**config.mk**
```make
export PLATFORM = sky130hd
export DESIGN_NAME = mux_scan_top
export DESIGN_NICKNAME = d
export VERILOG_FILES = /design/src/rtl/scan_pkg.sv /design/src/rtl/scan_dwell_timer.sv /design/src/rtl/scan_select_shifter.sv /design/src/rtl/scan_seg_fetch.sv /design/src/rtl/mux_scan_top.sv
export SDC_FILE = /design/constraint.sdc
export NUM_CORES = 1
export LEC_CHECK = 0
export ABC_CLOCK_PERIOD_IN_PS = 5700
export BUFFER_PORTS_ARGS = -buffer_cell sky130_fd_sc_hd__buf_2
export CAP_MARGIN = 20
export CORE_MARGIN = 2
export CORE_UTILIZATION = 60
export DETAILED_ROUTE_END_ITERATION = 12
export PLACE_DENSITY_LB_ADDON = 0.12
export SYNTH_ARGS = -nofsm -noshare
export SYNTH_HDL_FRONTEND = slang
export SYNTH_SLANG_ARGS = --single-unit
```
**constraint.sdc**
```tcl
create_clock -name clk -period 5.7 [get_ports clk]
set_clock_uncertainty 0.2 [all_clocks]
set_input_delay 0.57 -clock clk [delete_from_list [all_inputs] [get_ports clk]]
set_output_delay 0.57 -clock clk [all_outputs]
set_load 0.1 [all_outputs]
```
**src/rtl/scan_pkg.sv**
```systemverilog
package scan_pkg;

  typedef enum logic [1:0] {
    SEQ_INIT,
    SEQ_SHIFT,
    SEQ_FETCH,
    SEQ_SHOW
  } seq_st_t;

  typedef enum logic [1:0] {
    SH_IDLE,
    SH_CLR,
    SH_LOW,
    SH_HIGH
  } sh_st_t;

  typedef enum logic [1:0] {
    FT_IDLE,
    FT_RDA,
    FT_RDB,
    FT_CAP
  } ft_st_t;

endpackage

```
**src/rtl/scan_dwell_timer.sv**
```systemverilog
module scan_dwell_timer #(
  parameter int DWELL_W = 16
) (
  input  logic               clk,
  input  logic               rst_n,
  input  logic               load,
  input  logic [DWELL_W-1:0] reload,
  output logic               expired
);

  logic [DWELL_W-1:0] cnt_q;

  // Loading D makes expiry visible D-1 cycles later, so the next load
  // (driven by expiry) lands exactly D cycles after this one.
  always_ff @(posedge clk) begin
    if (!rst_n) begin
      cnt_q <= '0;
    end else if (load) begin
      cnt_q <= (reload == '0) ? '0 : reload - DWELL_W'(1);
    end else if (cnt_q != '0) begin
      cnt_q <= cnt_q - DWELL_W'(1);
    end
  end

  assign expired = (cnt_q == '0);

endmodule

```
**src/rtl/scan_select_shifter.sv**
```systemverilog
module scan_select_shifter
  import scan_pkg::*;
#(
  parameter int NB_W      = 5,
  parameter int PHASE_CYC = 2
) (
  input  logic            clk,
  input  logic            rst_n,
  input  logic            start,
  input  logic [NB_W-1:0] nbits,
  output logic            sr_clk_o,
  output logic            sr_dat_o,
  output logic            sr_clr_n_o,
  output logic            done_o
);

  localparam int PH_W = (PHASE_CYC > 1) ? $clog2(PHASE_CYC) : 1;
  localparam logic [PH_W-1:0] PH_MAX = PH_W'(PHASE_CYC - 1);

  sh_st_t          st_q, st_d;
  logic [PH_W-1:0] ph_q, ph_d;
  logic [NB_W-1:0] left_q, left_d;
  logic            first_q, first_d;
  logic            done_d;

  always_comb begin
    st_d    = st_q;
    ph_d    = ph_q;
    left_d  = left_q;
    first_d = first_q;
    done_d  = 1'b0;
    if (start) begin
      st_d = SH_CLR;
      ph_d = PH_MAX;
    end else begin
      case (st_q)
        SH_CLR: begin
          if (ph_q == '0) begin
            st_d    = SH_LOW;
            ph_d    = PH_MAX;
            left_d  = nbits;
            first_d = 1'b1;
          end else begin
            ph_d = ph_q - PH_W'(1);
          end
        end
        SH_LOW: begin
          if (ph_q == '0) begin
            st_d = SH_HIGH;
            ph_d = PH_MAX;
          end else begin
            ph_d = ph_q - PH_W'(1);
          end
        end
        SH_HIGH: begin
          if (ph_q == '0) begin
            if (left_q <= NB_W'(1)) begin
              st_d   = SH_IDLE;
              done_d = 1'b1;
            end else begin
              st_d    = SH_LOW;
              ph_d    = PH_MAX;
              left_d  = left_q - NB_W'(1);
              first_d = 1'b0;
            end
          end else begin
            ph_d = ph_q - PH_W'(1);
          end
        end
        default: ;
      endcase
    end
  end

  always_ff @(posedge clk) begin
    if (!rst_n) begin
      st_q       <= SH_IDLE;
      ph_q       <= '0;
      left_q     <= '0;
      first_q    <= 1'b0;
      sr_clk_o   <= 1'b0;
      sr_dat_o   <= 1'b0;
      sr_clr_n_o <= 1'b0;
      done_o     <= 1'b0;
    end else begin
      st_q       <= st_d;
      ph_q       <= ph_d;
      left_q     <= left_d;
      first_q    <= first_d;
      // Pins are registered from the next state so they never glitch.
      sr_clr_n_o <= (st_d != SH_CLR);
      sr_clk_o   <= (st_d == SH_HIGH);
      sr_dat_o   <= ((st_d == SH_LOW) || (st_d == SH_HIGH)) && first_d;
      done_o     <= done_d;
    end
  end

endmodule

```
**src/rtl/scan_seg_fetch.sv**
```systemverilog
module scan_seg_fetch
  import scan_pkg::*;
#(
  parameter int NUM_POS = 16,
  parameter int SEG_W   = 8,
  parameter int POS_W   = 4,
  parameter int ADDR_W  = 5
) (
  input  logic              clk,
  input  logic              rst_n,
  input  logic              blank,
  input  logic              go,
  input  logic [POS_W-1:0]  pos,
  input  logic [SEG_W-1:0]  rd_data,
  output logic              rd_en,
  output logic [ADDR_W-1:0] rd_addr,
  output logic [SEG_W-1:0]  seg_a,
  output logic [SEG_W-1:0]  seg_b,
  output logic              done
);

  ft_st_t           st_q;
  logic [SEG_W-1:0] stage_a_q;
  logic [ADDR_W-1:0] base_addr;

  assign base_addr = ADDR_W'(pos);

  always_comb begin
    rd_en   = 1'b0;
    rd_addr = '0;
    case (st_q)
      FT_RDA: begin
        rd_en   = 1'b1;
        rd_addr = base_addr;
      end
      FT_RDB: begin
        rd_en   = 1'b1;
        rd_addr = base_addr + ADDR_W'(NUM_POS);
      end
      default: ;
    endcase
  end

  always_ff @(posedge clk) begin
    if (!rst_n) begin
      st_q      <= FT_IDLE;
      stage_a_q <= '0;
      seg_a     <= '0;
      seg_b     <= '0;
      done      <= 1'b0;
    end else begin
      done <= 1'b0;
      if (blank) begin
        seg_a <= '0;
        seg_b <= '0;
      end
      case (st_q)
        FT_IDLE: if (go) st_q <= FT_RDA;
        FT_RDA:  st_q <= FT_RDB;
        FT_RDB: begin
          stage_a_q <= rd_data;
          st_q      <= FT_CAP;
        end
        FT_CAP: begin
          // Both banks switch on together.
          seg_a <= stage_a_q;
          seg_b <= rd_data;
          done  <= 1'b1;
          st_q  <= FT_IDLE;
        end
        default: st_q <= FT_IDLE;
      endcase
    end
  end

endmodule

```
**src/rtl/mux_scan_top.sv**
```systemverilog
module mux_scan_top
  import scan_pkg::*;
#(
  parameter int NUM_POS   = 16,
  parameter int SEG_W     = 8,
  parameter int PHASE_CYC = 2,
  parameter int DWELL_W   = 16,
  localparam int POS_W    = $clog2(NUM_POS),
  localparam int ADDR_W   = $clog2(2 * NUM_POS)
) (
  input  logic               clk,
  input  logic               rst_n,
  input  logic [DWELL_W-1:0] dwell_ticks,
  input  logic [SEG_W-1:0]   rd_data,
  output logic               rd_en,
  output logic [ADDR_W-1:0]  rd_addr,
  output logic               sr_clk,
  output logic               sr_dat,
  output logic               sr_clr_n,
  output logic [SEG_W-1:0]   seg_a,
  output logic [SEG_W-1:0]   seg_b
);

  localparam int NB_W = POS_W + 1;
  localparam logic [POS_W-1:0] LAST_POS = POS_W'(NUM_POS - 1);

  seq_st_t          seq_q;
  logic [POS_W-1:0] pos_q;
  logic             step_go;
  logic             tmr_expired;
  logic             sh_done;
  logic             ft_go;
  logic             ft_done;
  logic [NB_W-1:0]  nbits;

  assign step_go = (seq_q == SEQ_INIT) || ((seq_q == SEQ_SHOW) && tmr_expired);
  assign ft_go   = (seq_q == SEQ_SHIFT) && sh_done;
  assign nbits   = NB_W'(pos_q) + NB_W'(1);

  always_ff @(posedge clk) begin
    if (!rst_n) begin
      seq_q <= SEQ_INIT;
      pos_q <= '0;
    end else begin
      case (seq_q)
        SEQ_INIT:  seq_q <= SEQ_SHIFT;
        SEQ_SHIFT: if (sh_done) seq_q <= SEQ_FETCH;
        SEQ_FETCH: if (ft_done) seq_q <= SEQ_SHOW;
        SEQ_SHOW: begin
          if (tmr_expired) begin
            seq_q <= SEQ_SHIFT;
            pos_q <= (pos_q == LAST_POS) ? '0 : pos_q + POS_W'(1);
          end
        end
        default: seq_q <= SEQ_INIT;
      endcase
    end
  end

  scan_dwell_timer #(
    .DWELL_W(DWELL_W)
  ) u_timer (
    .clk    (clk),
    .rst_n  (rst_n),
    .load   (step_go),
    .reload (dwell_ticks),
    .expired(tmr_expired)
  );

  scan_select_shifter #(
    .NB_W     (NB_W),
    .PHASE_CYC(PHASE_CYC)
  ) u_shift (
    .clk       (clk),
    .rst_n     (rst_n),
    .start     (step_go),
    .nbits     (nbits),
    .sr_clk_o  (sr_clk),
    .sr_dat_o  (sr_dat),
    .sr_clr_n_o(sr_clr_n),
    .done_o    (sh_done)
  );

  scan_seg_fetch #(
    .NUM_POS(NUM_POS),
    .SEG_W  (SEG_W),
    .POS_W  (POS_W),
    .ADDR_W (ADDR_W)
  ) u_fetch (
    .clk    (clk),
    .rst_n  (rst_n),
    .blank  (step_go),
    .go     (ft_go),
    .pos    (pos_q),
    .rd_data(rd_data),
    .rd_en  (rd_en),
    .rd_addr(rd_addr),
    .seg_a  (seg_a),
    .seg_b  (seg_b),
    .done   (ft_done)
  );

endmodule

```
==> results.md, run 1 <==
- After layout, the worst path uses 51.5% of the clock period.
- In this run the tightest slew margin relative to its limit is 27.8%.
- After filler insertion, the fill cell instance count of the layout stands at 467.
- The floorplan has 27 rows.
- Across all register-to-register paths, the minimum setup slack is 2.98 ns.
- In the post-synthesis netlist, the cell with the most instances is sky130_fd_sc_hd__dfxtp_1.
- After clock tree synthesis, the repair step resized 0 gates.
- The terminating pin of the worst hold path is u_fetch.seg_a[2].
- Entering global routing, the biggest net connects 44 pins.
- The signal on the critical path passes through inv_1 -> ha_1 -> o21a_1 -> and2_1 -> buf_2.
- The clock passes through at most 2 buffers.
- Static timing analysis puts the maximum clock frequency at 0.341 GHz.
- For the final routed database, the setup TNS stands at 0 ns.
- The category of the worst setup path launch point is a register.
- The number of unique standard cell types used by synthesis is 53.
- The buffer and inverter count on the worst path is 2.
- A synthesized cell averages 8.46 sq um.
- Sorting the synthesized cells by how often they occur yields 62 x sky130_fd_sc_hd__dfxtp_1, 40 x sky130_fd_sc_hd__a21oi_1, 37 x sky130_fd_sc_hd__nand2_1.
- The count of buffers added on input and output ports is 50.
- The number of nets in the finished design is 499.
- For the pin with the worst max-slew slack, the measured transition is 1.08 ns.
- The family of cells with the greatest summed delay on the critical path is adder cells.
- With fillers left out, the area of the finished cells amounts to 3910 sq um.
- The total placed instance area is 3730 sq um.
- 0 antenna diodes ended up in the layout.
- The flow ran to the end, and the final reports show no timing, DRC or antenna violations.
- For this run, the leading register cell type out of synthesis is sky130_fd_sc_hd__dfxtp_1.
- The largest individual stage delay along the critical path comes from the cell sky130_fd_sc_hd__ha_1.
- The type of the tightest min-delay check is register to register.
- The final setup violation count is 0.
- Summing the sequential cell areas from Yosys gives 35.8% of the chip area.
- The number of remaining DRC errors is 0.
- The initial utilization of the core area, before any placement, comes to 62.6%.
- In the final routed layout, each cell accounts on average for 15.1 microns.
- The number of top-level pins is 51.
- The worst hold path begins at u_fetch.stage_a_q[2].
- The placeable core area is 5540 sq um.
- The number of setup buffers added after CTS is 0.
- The instance count along the most critical hold path is 2.
- The number of iterations in the first detailed-routing pass is 4.
- The sum of overflow across all layers after global routing is 0.
- The floorplan die area is 6400 sq um.
- After synthesis, the share of flip-flops with an asynchronous set or reset is 0%.
- Once detailed placement completed, the half-perimeter wirelength came to 5.67 mm.
- The worst-case IR drop observed on VDD is 0.256 mV.
- The clock period minus final worst setup slack is 2.93 ns.
- Measured in cells, the most critical reg-to-reg path has a length of 5.
- In this run, synthesis produced a sequential element count of 62.
- Sorting the synthesized cells by area gives the leading types as sky130_fd_sc_hd__dfxtp_1 36%, sky130_fd_sc_hd__ha_1 6.9%, sky130_fd_sc_hd__a21oi_1 5.8%.
- CTS placed an instance of sky130_fd_sc_hd__clkbuf_8 at the clock tree root.
- The peak per-stage delay on the critical path is 0.56 ns.
- In this run, synthesis inferred 0 flip-flops with an integrated enable.
- CTS built an H-tree with a depth of 3.
- The number of antenna violations at the first check in global routing is 0.
- In this run the remaining antenna-violating nets after routing total 0.
- The peak fanout along the critical path is 11.
- The power per cell area is 443 nW/um^2.
- The count of max-cap constraint violations is 0.
- After detailed routing, the number of vias per cell comes to 5.92.
- Setup repair after global routing left no endpoint under its margin.
- The via count of the first global-routing pass is 2908.
- The leakage power total is 0.00151 uW.
- The critical path in this run is classified as register to output pin.
- For the worst setup path, the data arrival time is 2.16 ns.
- In this run, placement finished with an instance count of 515.
- The biggest area contributor in the post-synthesis netlist is sky130_fd_sc_hd__dfxtp_1.
- For this block, the via count after detailed routing is 3143.
- The TritonCTS buffer count is 9.
- Routability-driven placement finished with a final weighted congestion of 0.921.
- The area growth from synthesis to layout is 12.8%.
- The clock latency on the worst-skew pair is 0.35 ns.
- The number of sinks handled by clock tree synthesis is 62.
- Cells with a size suffix above 1 make up 17.6% of the layout.
- STA classifies the critical path endpoint as an output pin.
- The startpoint of the worst register-to-register path is u_timer.cnt_q[3].
- The critical path launch point is u_fetch.st_q[0].
- The count of final hold-check violations is 0.
- The count of final max-slew check failures was 0.
- The TritonCTS clock tree is done.
- The area of the mapped netlist is 3470 sq um.
- The overall global routing resource usage is 26.0%.
- The endpoint required time on the critical path is 4.93 ns.
- After detailed routing, the total wire length is 8.00 mm.
- The cts-stage hold buffer count is 0.
- The count of mapped cells out of synthesis is 410.
- The clock slew at the register clock pins of the worst setup and hold paths is 0.08 ns.
- The die span in y is 80.0 microns.
- The share of the synthesized area in the top cell type is 35.8%.
- The number of nets in the synthesized netlist is 455.
- After the first detailed-routing iteration, the DRC count stood at 175.
- The floorplan step set the die width to 80.0 microns.
- In this run the critical register-to-register path is captured at u_timer.cnt_q[15].
- The post-route non-filler standard cell count is 531.
- The count of yosys warnings during synthesis is 0.
- The wire length of the first global-routing pass is 13.1 mm.
## placed cells by master (no fill, tap or decap), types with 4 or more instances in the layout
cell type	count
sky130_fd_sc_hd__dfxtp_1	62
sky130_fd_sc_hd__buf_2	50
sky130_fd_sc_hd__a21oi_1	40
sky130_fd_sc_hd__nand2_1	37
sky130_fd_sc_hd__nor2_1	32
sky130_fd_sc_hd__inv_1	20
sky130_fd_sc_hd__ha_1	19
sky130_fd_sc_hd__nand3b_1	17
sky130_fd_sc_hd__nor3_1	16
sky130_fd_sc_hd__a211oi_1	16
sky130_fd_sc_hd__nand3_1	13
sky130_fd_sc_hd__xnor2_1	12
sky130_fd_sc_hd__mux2i_1	10
sky130_fd_sc_hd__xor2_1	10
sky130_fd_sc_hd__clkbuf_8	9
sky130_fd_sc_hd__o21ai_0	8
sky130_fd_sc_hd__and2_1	7
sky130_fd_sc_hd__nor4_1	7
sky130_fd_sc_hd__nand4_1	7
sky130_fd_sc_hd__or3_1	7
sky130_fd_sc_hd__o32ai_1	5
sky130_fd_sc_hd__nand2b_1	4
## cell type report
type | count | area (sq um) | area share [%]
Clock inverter | 7 | 62.6 | 1.60
Inverter | 20 | 75.1 | 1.92
Tap cell | 72 | 90.1 | 2.30
Clock buffer | 9 | 124 | 3.16
Multi-Input combinational cell | 310 | 2060 | 52.7
Timing Repair Buffer | 51 | 258 | 6.59
Sequential cell | 62 | 1240 | 31.7
## routing by layer
layer / share of wire, % / global-route usage, %
met1: 45 / 33.2
met2: 47 / 41.9
met3: 5.2 / 6.11
met4: 1.9 / 10.5
met5: 0 / 0
## report_power, final
group          switching (uW)  internal (uW)  leakage (uW)
Sequential                101            523      0.000506
Clock                     198            167     0.0000927
Combinational             473            270      0.000908
Total                     773            960       0.00151
## worst min-delay path, stage by stage, from the launching register on
cell and delay, ns:
sky130_fd_sc_hd__dfxtp_1 0.32, sky130_fd_sc_hd__nand2_1 0.06, sky130_fd_sc_hd__a21oi_1 0.05
## registers in the layout (all words and copies together), names as in the netlist
| register | count |
|---|---|
| pos_q | 4 |
| u_shift.first_q | 1 |
| u_shift.done_o | 1 |
| u_shift.sr_clr_n_o | 1 |
| seq_q | 2 |
| u_shift.sr_clk_o | 1 |
| u_timer.cnt_q | 16 |
| u_fetch.st_q | 2 |
| u_fetch.seg_a | 8 |
| u_shift.sr_dat_o | 1 |
| u_fetch.stage_a_q | 8 |
| u_shift.left_q | 5 |
| u_shift.st_q | 2 |
| u_fetch.done | 1 |
| u_shift.ph_q | 1 |
| u_fetch.seg_b | 8 |
## worst max-delay path by stage
stage,end,depth (start not counted)
floorplan,rd_addr[0],5
global placement,u_timer.cnt_q[7],6
detailed placement,u_timer.cnt_q[7],6
CTS,rd_addr[1],5
global route,rd_addr[0],5
finish,rd_addr[1],5
## stage by stage
step,utilization [%],setup slack (ns),power [uW],hold slack [ns]
6_report,70.6,2.77,1730,0.262
5_1_grt,70.6,2.60,1850,0.279
4_1_cts,70.6,2.73,1730,0.265
3_5_place_dp,67.3,2.99,1360,0.253
3_3_place_gp,67.3,3.02,1340,0.239
2_1_floorplan,-,2.25,1220,0.231
## logic make-up (layout without fill, tap and decap cells)
kind of cell	count (synthesis)	after routing	synth area share, %
simple gates	164	164	25.6
flops	62	62	35.8
fa+ha+maj	19	19	6.85
mux	10	10	2.89
compound gates	95	95	18.3
xor+xnor	22	22	5.56
buf+inv	38	87	4.94
Note: power is estimated with default switching activity, not from simulation.
==> run 2: changes to the inputs <==
Settings changed: ABC_CLOCK_PERIOD_IN_PS 5700 to 2700, CORE_UTILIZATION 60 to 57.
Clock period 5.7 ns to 2.7 ns, I/O delays scaled along.
==> run 2 against run 1 <==
Net effect: die area rose by 5.0%; critical endpoint is now rd_addr[2]; worst hold slack lost 0.25 ns; clock power is 120% higher; non-clock buffer count increased by 21; global-route usage up 0.36 points.
==> results.md, run 2 (synthesis results as in run 1) <==
- The flow ran to the end, and the final reports show no timing, DRC or antenna violations.
- The cts-stage hold buffer count is 6 (+6).
- The clock latency on the worst-skew pair is 0.32 ns (-0.03 ns).
- The slowest library cell on the worst path is sky130_fd_sc_hd__buf_2.
- The post-cts gate resize count is 0 (unchanged).
- The layout overhead on the synthesized area is 18.2%.
- The clock slew at the register clock pins of the worst setup and hold paths came to 0.06 ns (-0.02 ns).
- The floorplan die area came to 6720 sq um (+5.0%).
- The wire length reported by the detailed router is 8.25 mm (+3.1%).
- The placeable core area is 5890 sq um (+6.2%).
- The share of cells above drive strength 1 is 20.7% (+3.0 points).
- The transition at the pin with the smallest max-transition slack came to 0.611 ns (-0.469 ns).
- TritonCTS built the clock tree.
- The relative slew slack is 58.9% (+31 points).
- The final critical path takes up 86.5% of the cycle.
- The post-route setup TNS is 0 ns (unchanged).
- The post-CTS setup-driven buffer insertion count is 0 (unchanged).
- The TritonCTS buffer count is 9 (unchanged).
- The endpoint required time on the critical path came to 2.23 ns (-2.70 ns).
- Broken down by cell family, the worst path's largest delay share belongs to buffers and inverters.
- The power per cell area came to 923 nW/um^2 (+110%).
- The storage element area was 1240 sq um (unchanged).
- Setup repair after global routing left no endpoint under its margin.
- The wire length on met3 was 574 microns (+37%).
- The number of vias after detailed routing is 3208 (+2.1%).
- The routed metal-1 wire length was 3.67 mm (+0.80%).
- The final setup violation count is 0 (unchanged).
- The die outline width came to 82.0 microns (+2.5%).
- The number of top-level pins was 51 (unchanged).
- The count of max-cap constraint violations is 0 (unchanged).
- The leakage power total is 0.00161 uW (+7.0%).
- The type of element capturing the critical path is an output pin.
- The most common cell after layout, fill and taps aside is sky130_fd_sc_hd__dfxtp_1.
- The arrival time reported for the critical path endpoint is 1.87 ns (-0.29 ns).
- The count of final hold-check violations is 0 (unchanged).
- The number of remaining DRC errors is 0 (unchanged).
- The number of violations reported at the end of detailed-routing iteration 0 is 194 (+11%).
- The global placement routability congestion is 0.979 (+6.3%).
- The post-route non-filler standard cell count came to 554 (+4.3%).
- The maximum number of buffers from clock root to sink was 2 (unchanged).
- The footprint of the multi-input gates came to 2070 sq um (+0.36%).
- Ranked by flip-flop count, first place goes to u_timer.cnt_q.
- The wire length of the first global-routing pass came to 13.8 mm (+5.3%).
- The number of flip-flops under the largest register name is 16 (unchanged).
- The kind of critical path is register to output pin.
- The uppermost layer routed is met4.
- The total placed instance area is 3850 sq um (+3.3%).
- The cell row count is 28 (+3.7%).
- The type of the tightest min-delay check is input port to register.
- The peak supply drop came to 0.651 mV (+150%).
- The H-tree depth reported by CTS is 3 (unchanged).
- The peak fanout along the critical path was 4 (-7).
- The pin count of the biggest net entering global routing is 34 (-23%).
- The total power draw is 3780 uW (+120%).
- The cell sitting at the root of the clock tree is a sky130_fd_sc_hd__clkbuf_8.
- The met2 routed wirelength is 3.95 mm (+4.1%).
- The top cell types in the final layout, fill and taps aside, are 62 x sky130_fd_sc_hd__dfxtp_1, 50 x sky130_fd_sc_hd__buf_2, 40 x sky130_fd_sc_hd__a21oi_1.
- The via count of the first global-routing pass is 3006 (+3.4%).
- The count of final max-slew check failures is 0 (unchanged).
- The starting density of the core is 58.9% (-3.7 points).
- The number of placed instances, taps included was 533 (+3.5%).
- The count of nets left with antenna violations after detail routing is 0 (unchanged).
- The clock period minus final worst setup slack is 2.34 ns.
- The count of antenna diodes in the layout is 0 (unchanged).
- The number of nets in the finished design is 520 (+4.2%).
- The buffer and inverter count on the worst path is 2 (unchanged).
- The sum of overflow across all layers after global routing is 0 (unchanged).
- The half-perimeter wire length after detailed placement is 6.03 mm (+6.4%).
- The number of iterations in the first detailed-routing pass is 5 (+1).
- The area of all placed cells without fillers is 4100 sq um (+4.8%).
- The overall global routing resource usage is 26.3% (+0.36 points).
- The die span in y came to 82.0 microns (+2.5%).
- The timing-limited maximum frequency is 0.428 GHz.
- The routed wirelength normalized by instance count is 14.9 microns (-1.2%).
- The filler cell count in the final layout is 483 (+3.4%).
- The average vias per placed instance is 5.79 (-2.2%).
- The number of sinks handled by clock tree synthesis is 62 (unchanged).
- Walking the worst path, the cells encountered are inv_1 -> ha_1 -> o21a_1 -> and2_2 -> buf_2.
- The count of buffers inserted at the top-level ports is 50 (unchanged).
- The peak per-stage delay on the critical path is 0.41 ns (-0.15 ns).
- The category of the worst setup path launch point is a register.
- The number of antenna violations at the first check in global routing is 0 (unchanged).
## run 2: cell count changes in the layout (fill, tap and decap cells not counted), moves of 2 or more
cell                            delta
sky130_fd_sc_hd__clkinv_2          +2
sky130_fd_sc_hd__and2_2            +4
sky130_fd_sc_hd__inv_6             -3
sky130_fd_sc_hd__buf_4            +15
sky130_fd_sc_hd__dlygate4sd3_1     +6
sky130_fd_sc_hd__and2_1            -4
sky130_fd_sc_hd__clkinv_4          -2
## run 2: cell type report
| class | count | share of cell area [%] |
|---|---|---|
| Tap cell | 75 | 2.29 |
| Timing Repair Buffer | 72 | 10.5 |
| Multi-Input combinational cell | 310 | 50.5 |
| Clock buffer | 11 | 3.45 |
| Inverter | 20 | 1.83 |
| Clock inverter | 4 | 1.16 |
| Sequential cell | 62 | 30.3 |
## run 2: per-layer routing
metal / GRT usage (%) / vias to the layer above
li1: - / 1610
met1: 32.7 / 1489
met2: 44.4 / 103
met3: 7.91 / 6
met4: 6.67 / 0
met5: 0 / -
## run 2: final timing paths
path / slack (ns) / start / cells after the start / to
setup / recovery: 0.36 / u_fetch.st_q[0] / 5 / rd_addr[2]
setup reg to reg: 0.38 / u_timer.cnt_q[3] / 5 / u_timer.cnt_q[7]
hold / removal: 0.01 / rd_data[1] / 3 / u_fetch.seg_b[1]
hold reg to reg: 0.26 / u_fetch.stage_a_q[0] / 2 / u_fetch.seg_a[0]
## run 2: worst register-to-register path, delay by kind of cell, from the launching register on
kind | cells | cell delay (ns)
and+or+nand+nor | 2 | 0.89
DFF | 1 | 0.38
AOI/OAI and AO/OA | 3 | 0.71
## run 2: per-stage QoR
stage / utilization, % / worst slack (ns) / hold WS [ns]
2_1_floorplan: - / 0.124 / 0.206
3_3_place_gp: 65.4 / 0.443 / 0.235
3_5_place_dp: 65.4 / 0.389 / 0.245
4_1_cts: 69.7 / 0.329 / 0.00624
5_1_grt: 69.7 / 0.149 / 0.00658
6_report: 69.7 / 0.365 / 0.0129
## run 2: report_power, final
part           internal (uW)  switching [uW]
Clock                    443             341
Sequential              1100             213
Combinational            648            1030
Total                   2200            1590
